`src/rtl/slot_compact_pkg.sv`:
```
package slot_compact_pkg;
  // width of a counter that must hold values 0..n
  function automatic int cnt_w(input int n);
    return $clog2(n + 1);
  endfunction
endpackage

```
`src/rtl/hdr_delay.sv`:
```
module hdr_delay #(
  parameter int W     = 64,
  parameter int DEPTH = 8
) (
  input  logic         clk,
  input  logic         rst,
  input  logic [W-1:0] d,
  output logic [W-1:0] q
);
  logic [DEPTH-1:0][W-1:0] tap;

  always_ff @(posedge clk) begin
    if (rst) tap[0] <= '0;
    else     tap[0] <= d;
  end

  for (genvar i = 1; i < DEPTH; i++) begin : g_tap
    always_ff @(posedge clk) begin
      if (rst) tap[i] <= '0;
      else     tap[i] <= tap[i-1];
    end
  end

  assign q = tap[DEPTH-1];


  first_tap_chk: assert property (@(posedge clk) disable iff (rst)
    1'b1 |=> tap[0] == $past(d));
endmodule

```
`src/rtl/compact_step.sv`:
```
module compact_step
  import slot_compact_pkg::*;
#(
  parameter int SLOTS  = 8,
  parameter int BYTE_W = 8,
  parameter int STEP   = 0,
  parameter int CW     = cnt_w(SLOTS)
) (
  input  logic                          clk,
  input  logic                          rst,
  input  logic                          valid_i,
  input  logic                          empty_i,
  input  logic [SLOTS-1:0]              map_i,
  input  logic [CW-1:0]                 count_i,
  input  logic [SLOTS-1:0][BYTE_W-1:0]  data_i,
  output logic                          valid_o,
  output logic                          empty_o,
  output logic [SLOTS-1:0]              map_o,
  output logic [CW-1:0]                 count_o,
  output logic [SLOTS-1:0][BYTE_W-1:0]  data_o
);
  // stages walk the slots from the top down, so lower slots never move early
  localparam int J = SLOTS - 1 - STEP;

  logic [SLOTS-1:0][BYTE_W-1:0] shifted;

  always_comb begin
    shifted = data_i;
    if (!map_i[J]) begin
      for (int p = 0; p < SLOTS - 1; p++) begin
        if (p >= J) shifted[p] = data_i[p+1];
      end
      shifted[SLOTS-1] = '0;
    end
  end

  always_ff @(posedge clk) begin
    if (rst) begin
      valid_o <= 1'b0;
      empty_o <= 1'b0;
      map_o   <= '0;
      count_o <= '0;
      data_o  <= '0;
    end else begin
      valid_o <= valid_i;
      empty_o <= empty_i;
      map_o   <= map_i;
      count_o <= count_i + CW'(map_i[J]);
      data_o  <= shifted;
    end
  end


  step_valid_chk: assert property (@(posedge clk) disable iff (rst)
    1'b1 |=> valid_o == $past(valid_i));

  occupied_hold_chk: assert property (@(posedge clk) disable iff (rst)
    (valid_i && map_i[J]) |=> data_o[J] == $past(data_i[J]));

  top_fill_chk: assert property (@(posedge clk) disable iff (rst)
    (valid_i && !map_i[J]) |=> data_o[SLOTS-1] == '0);

  empty_carry_chk: assert property (@(posedge clk) disable iff (rst)
    valid_i |=> empty_o == $past(empty_i));
endmodule

```
`src/rtl/slot_compact_pipe.sv`:
```
module slot_compact_pipe
  import slot_compact_pkg::*;
#(
  parameter int SLOTS  = 8,
  parameter int BYTE_W = 8,
  parameter int FIXED  = 8,
  parameter int CW     = cnt_w(SLOTS)
) (
  input  logic                      clk,
  input  logic                      rst,
  input  logic                      in_valid,
  input  logic                      in_empty,
  input  logic [SLOTS-1:0]          in_map,
  input  logic [SLOTS*BYTE_W-1:0]   in_long,
  input  logic [FIXED*BYTE_W-1:0]   in_fixed,
  output logic                      out_valid,
  output logic                      out_empty,
  output logic [CW-1:0]             out_count,
  output logic [SLOTS*BYTE_W-1:0]   out_long,
  output logic [FIXED*BYTE_W-1:0]   out_fixed
);
  localparam int FW = FIXED * BYTE_W;

  logic [SLOTS:0]                          v_s, e_s;
  logic [SLOTS:0][SLOTS-1:0]               m_s;
  logic [SLOTS:0][CW-1:0]                  c_s;
  logic [SLOTS:0][SLOTS-1:0][BYTE_W-1:0]   d_s;

  assign v_s[0] = in_valid;
  assign e_s[0] = in_empty;
  assign m_s[0] = in_map;
  assign c_s[0] = '0;
  assign d_s[0] = in_long;

  for (genvar s = 0; s < SLOTS; s++) begin : g_step
    compact_step #(
      .SLOTS (SLOTS),
      .BYTE_W(BYTE_W),
      .STEP  (s),
      .CW    (CW)
    ) u_step (
      .clk    (clk),
      .rst    (rst),
      .valid_i(v_s[s]),
      .empty_i(e_s[s]),
      .map_i  (m_s[s]),
      .count_i(c_s[s]),
      .data_i (d_s[s]),
      .valid_o(v_s[s+1]),
      .empty_o(e_s[s+1]),
      .map_o  (m_s[s+1]),
      .count_o(c_s[s+1]),
      .data_o (d_s[s+1])
    );
  end

  hdr_delay #(.W(FW), .DEPTH(SLOTS)) u_hdr (
    .clk(clk),
    .rst(rst),
    .d  (in_fixed),
    .q  (out_fixed)
  );

  assign out_valid = v_s[SLOTS];
  assign out_empty = e_s[SLOTS];
  assign out_count = c_s[SLOTS];
  assign out_long  = d_s[SLOTS];

  logic tail_ok;
  always_comb begin
    tail_ok = 1'b1;
    for (int p = 0; p < SLOTS; p++) begin
      if (p >= int'(out_count) && d_s[SLOTS][p] != '0) tail_ok = 1'b0;
    end
  end


  count_range_chk: assert property (@(posedge clk) disable iff (rst)
    out_valid |-> int'(out_count) <= SLOTS);

  count_pop_chk: assert property (@(posedge clk) disable iff (rst)
    out_valid |-> int'(out_count) == $countones(m_s[SLOTS]));

  tail_zero_chk: assert property (@(posedge clk) disable iff (rst)
    out_valid |-> tail_ok);
endmodule

```
`config.mk`:
```
export PLATFORM = sky130hd
export DESIGN_NAME = slot_compact_pipe
export DESIGN_NICKNAME = d
export VERILOG_FILES = /design/src/rtl/slot_compact_pkg.sv /design/src/rtl/hdr_delay.sv /design/src/rtl/compact_step.sv /design/src/rtl/slot_compact_pipe.sv
export SDC_FILE = /design/constraint.sdc
export NUM_CORES = 1
export LEC_CHECK = 0
export BUFFER_PORTS_ARGS = -buffer_cell sky130_fd_sc_hd__clkbuf_2
export CAP_MARGIN = 20
export CORE_ASPECT_RATIO = 0.9
export CORE_MARGIN = 2
export CORE_UTILIZATION = 53
export DETAILED_ROUTE_END_ITERATION = 8
export GPL_ROUTABILITY_DRIVEN = 0
export PLACE_DENSITY = 0.77
export SYNTH_ARGS = -nofsm -noshare
export SYNTH_HDL_FRONTEND = slang
export SYNTH_HIERARCHICAL = 1
export SYNTH_SLANG_ARGS = --single-unit
export TNS_END_PERCENT = 1
```
`constraint.sdc`:
```
create_clock -name clk -period 1.29 [get_ports clk]
set_clock_uncertainty 0.2 [all_clocks]
set_input_delay 0.258 -clock clk [delete_from_list [all_inputs] [get_ports clk]]
set_output_delay 0.258 -clock clk [all_outputs]
set_load 0.01 [all_outputs]
```
After elaboration in Yosys (flattened, before gate mapping)
Index checks and enable logic that the tools add are counted.

operators by class
  $add $sub $neg = 7
  mux-type cells = 7
  bitwise operators = 8
  reductions and logical operators = 8

operators by type and width
  cell                  number
  two-way mux 56 bit    1
  two-way mux 48 bit    1
  two-way mux 40 bit    1
  two-way mux 32 bit    1
  adder 4 x 1 -> 4 bit  7
  two-way mux 24 bit    1
  two-way mux 16 bit    1
  OR reduction 2 bit    8
  two-way mux 8 bit     1
  NOT 1 bit             8

word-level totals
  register bits = 1100
  input bits = 140
  output and inout bits = 134
  word-level logic and storage cells = 134

Depth between registers and ports, before layout
  word-level depth = 2
  gate-level depth with buffers = 5
  gate-level depth less buffers = 4

Hierarchy
The synthesis kept the hierarchy.

by module, submodules not included
  module                           times used  cells an instance  area an instance (um2)  sequential area each (um2)
  hdr_delay                        1           1145               14211.1                 10249.8
  compact_step (g_step[7].u_step)  1           233                2660.1                  1561.5
  compact_step (g_step[6].u_step)  1           225                2593.7                  1561.5
  compact_step (g_step[5].u_step)  1           216                2546.2                  1561.5
  compact_step (g_step[4].u_step)  1           207                2467.4                  1561.5
  compact_step (g_step[3].u_step)  1           198                2403.6                  1561.5
  compact_step (g_step[2].u_step)  1           189                2322.2                  1561.5
  compact_step (g_step[1].u_step)  1           179                2204.6                  1561.5
  compact_step (g_step[0].u_step)  1           170                2148.3                  1561.5
  slot_compact_pipe                1           1                  3.8                     0.0

Least setup slack after synthesis
Ideal clock, no wire load.

  kind = register -> register
  start point = register g_step[6].u_step.map_o[0]
  end point = register g_step[7].u_step.count_o[3]
  setup time = 121 ps
  arrival = 918 ps
  path slack = 51 ps
  stages on the path, launching flop included = 4
  clock period less this slack = 1239 ps
  path through = dfxtp_1 > ha_1 > nand3_1 > mux2_2

on the way
  cells in the longest elaborated chain, start to end = 1

ends and longest elaborated chain
  what                      RTL line            source
  start: declaration        compact_step.sv:18  output logic [SLOTS-1:0] map_o,
  start signal: assignment  compact_step.sv:47  map_o <= map_i;
  adder 4 x 1 -> 4 bit      compact_step.sv:48  count_o <= count_i + CW'(map_i[J]);
  end signal: assignment    compact_step.sv:48
  end: declaration          compact_step.sv:19  output logic [CW-1:0] count_o,

Every way passes these cells.
A chain may end at the register's enable or synchronous reset.

Worst setup path in the final report
  start point = register g_step[7].u_step/data_o[29] in the netlist's numbering
  end point = output port out_long[29]

RTL lines
  what                      RTL line                 source
  start: declaration        compact_step.sv:20       output logic [SLOTS-1:0][BYTE_W-1:0] data_o
  start signal: assignment  compact_step.sv:49       data_o <= shifted;
  end: declaration          slot_compact_pipe.sv:19  output logic [SLOTS*BYTE_W-1:0] out_long,

No word-level cell between the ends.

==> qor.yml <==
outcome: "complete, but fails checks"
violations: "setup timing"
cts_tree: "built"
n_fill_cell: 4160
maxSlewHeadroom_pct: 56.26
drc: 0
grt_pass1_vias: 18340
setup_tns_ps: -34230
cp.required_ps: 830
multi_input_area_um2: 9250
cts_made_buffers: 101
placed_cells: 3650
area_growth_pct: 25.39
final_area_um2: 40960
maxCapViolations: 0
post_dp_cell_area_um2: 34530
cp_top_family: "flip-flops"
antenna_cells: 0
dr_total_vias: 17849
cts_max_level: 3
cts.sinks: 1100
antenna_left: 0
finalHoldViolCount: 0
cp.depth: 1
peakVddDrop_uv: 978.1
period_share_pct: 122.0
clockBufferDepth: 3
drt-total-wl_um: 59760
synth_warnings: 6
dieArea_um2: 63640
fmax_mhz: 635.4
stdcell_count: 4036
drt_iter0_markers: 830
r2r_cells: 4
finalPower_mw: 67.47
fp.coreArea_um2: 61120
cp_max_fo: 1
gr-total-overflow: 0
drive_gt1_share_pct: 21.36
start_kind: "register"
cts_setup_buffers: 0
fin_crit_ps: 1574
holdWs_ps: 31.17
path_buf_inv: 1
path_clk_slew_ps: 60
cts_root_buf: "clkbuf_16"
syn_avg_cell_area_um2: 12.10
numPortBuffers: 273
fin_nets: 3318
critPathMaxStageDelay_ps: 360
setup_viol: 173
worst_slew_pin_slew_ps: 655.1
grt_pass1_wl_um: 92720
io_pins: 274
cp-end-kind: "primary output"
whs_path_depth: 4
viasPerCell: 4.422
synth_cells: 2699
grtUsageTotal_pct: 18.06
synth_area_um2: 32670
dpl.hpwl_um: 36610
antenna_found_initial: 0
pre_cts_ws_ps: -79.02
seq_area_um2: 22150
grt_max_degree: 67
dr.pass1.iters: 4
start_util_pct: 53.45
hold_path.class: "in2reg"
power.leakage_nw: 16.74
fp.dieH_um: 239.5
power.density_nw_per_um2: 1647
critPathSlowestCell: "dfxtp_2"
worst_slack_ps: -283.9
worstSetupPathType: "reg2out"
path_cells: "buf_6"
wire_per_inst_um: 14.81
slew_violations: 0
cp.arrival_ps: 1120
rsz0062_at_grt: "yes"
fin_util_pct: 67.01
rows: 86
clk_latency_ps: 660
dieWidth_um: 265.7
==> metal layers <==
layer  routed length, um  GRT usage [%]  vias to the layer above
met1               26960          22.76                     8179
met2               28790          30.68                      338
met5                   0              0                        -
met4                1940          7.014                        0
met3                2070          3.567                      144
li1                    -              -                     9188
==> cell type report <==
| type | instances | area share, % |
|---|---|---|
| clock buffer | 140 | 6.974 |
| clock inverter | 45 | 1.558 |
| multi-input combinational | 1387 | 22.58 |
| sequential | 1100 | 54.08 |
| tap | 792 | 2.419 |
| timing repair buffer | 572 | 12.38 |
==> power by group <==
part           leakage (nW)  switching (mW)  total (mW)  internal, mW
registers              8.99           0.191        34.8          34.6
clock network          1.73            12.4        30.5          18.2
logic                  6.03           0.952        2.14          1.19
total                  16.7            13.5        67.5          54.0
==> path summary, 6_finish.rpt <==
kind              slack, ps                           to                        start
hold / removal           30  g_step[2].u_step/data_o[31]                          rst
hold reg to reg         230               u_hdr/tap[274]               u_hdr/tap[210]
setup reg to reg        -80  g_step[7].u_step/data_o[48]    g_step[6].u_step/map_o[0]
setup / recovery       -280                 out_long[29]  g_step[7].u_step/data_o[29]
==> flip-flops by register name, indices dropped and copies added, names as in the netlist <==
name                   cells
g_step.u_step/data_o     512
u_hdr/q                   64
g_step.u_step/valid_o      8
g_step.u_step/map_o       28
g_step.u_step/count_o     32
g_step.u_step/empty_o      8
u_hdr/tap                448
==> layout by cell type (no fill, tap or decap), drive strengths merged <==
cell type,instances
and2,64
and2b,2
buf,227
bufinv,13
clkbuf,284
clkinv,27
conb,7
dfxtp,1100
dlygate4sd3,188
dlymetal6s2s,1
dlymetal6s4s,12
ha,16
inv,5
mux2,8
mux2i,224
nand3,8
nor2,240
nor2b,810
xnor2,8
==> worst register-to-register path, stage by stage (launching register included) <==
cell and delay, ps:
dfxtp_4 390, buf_12 180, buf_12 170, mux2i_1 250
nor2_1 80
==> what timing repair did <==
| action | CTS | global route |
|---|---|---|
| endpoints found under the setup margin | 194 | 468 |
| hold buffers | 201 | 0 |
| pin swaps | 5 | 8 |
| hold endpoints to repair | 256 | 0 |
| resized for setup | 106 | 280 |
(Power assumes the default switching activity.)
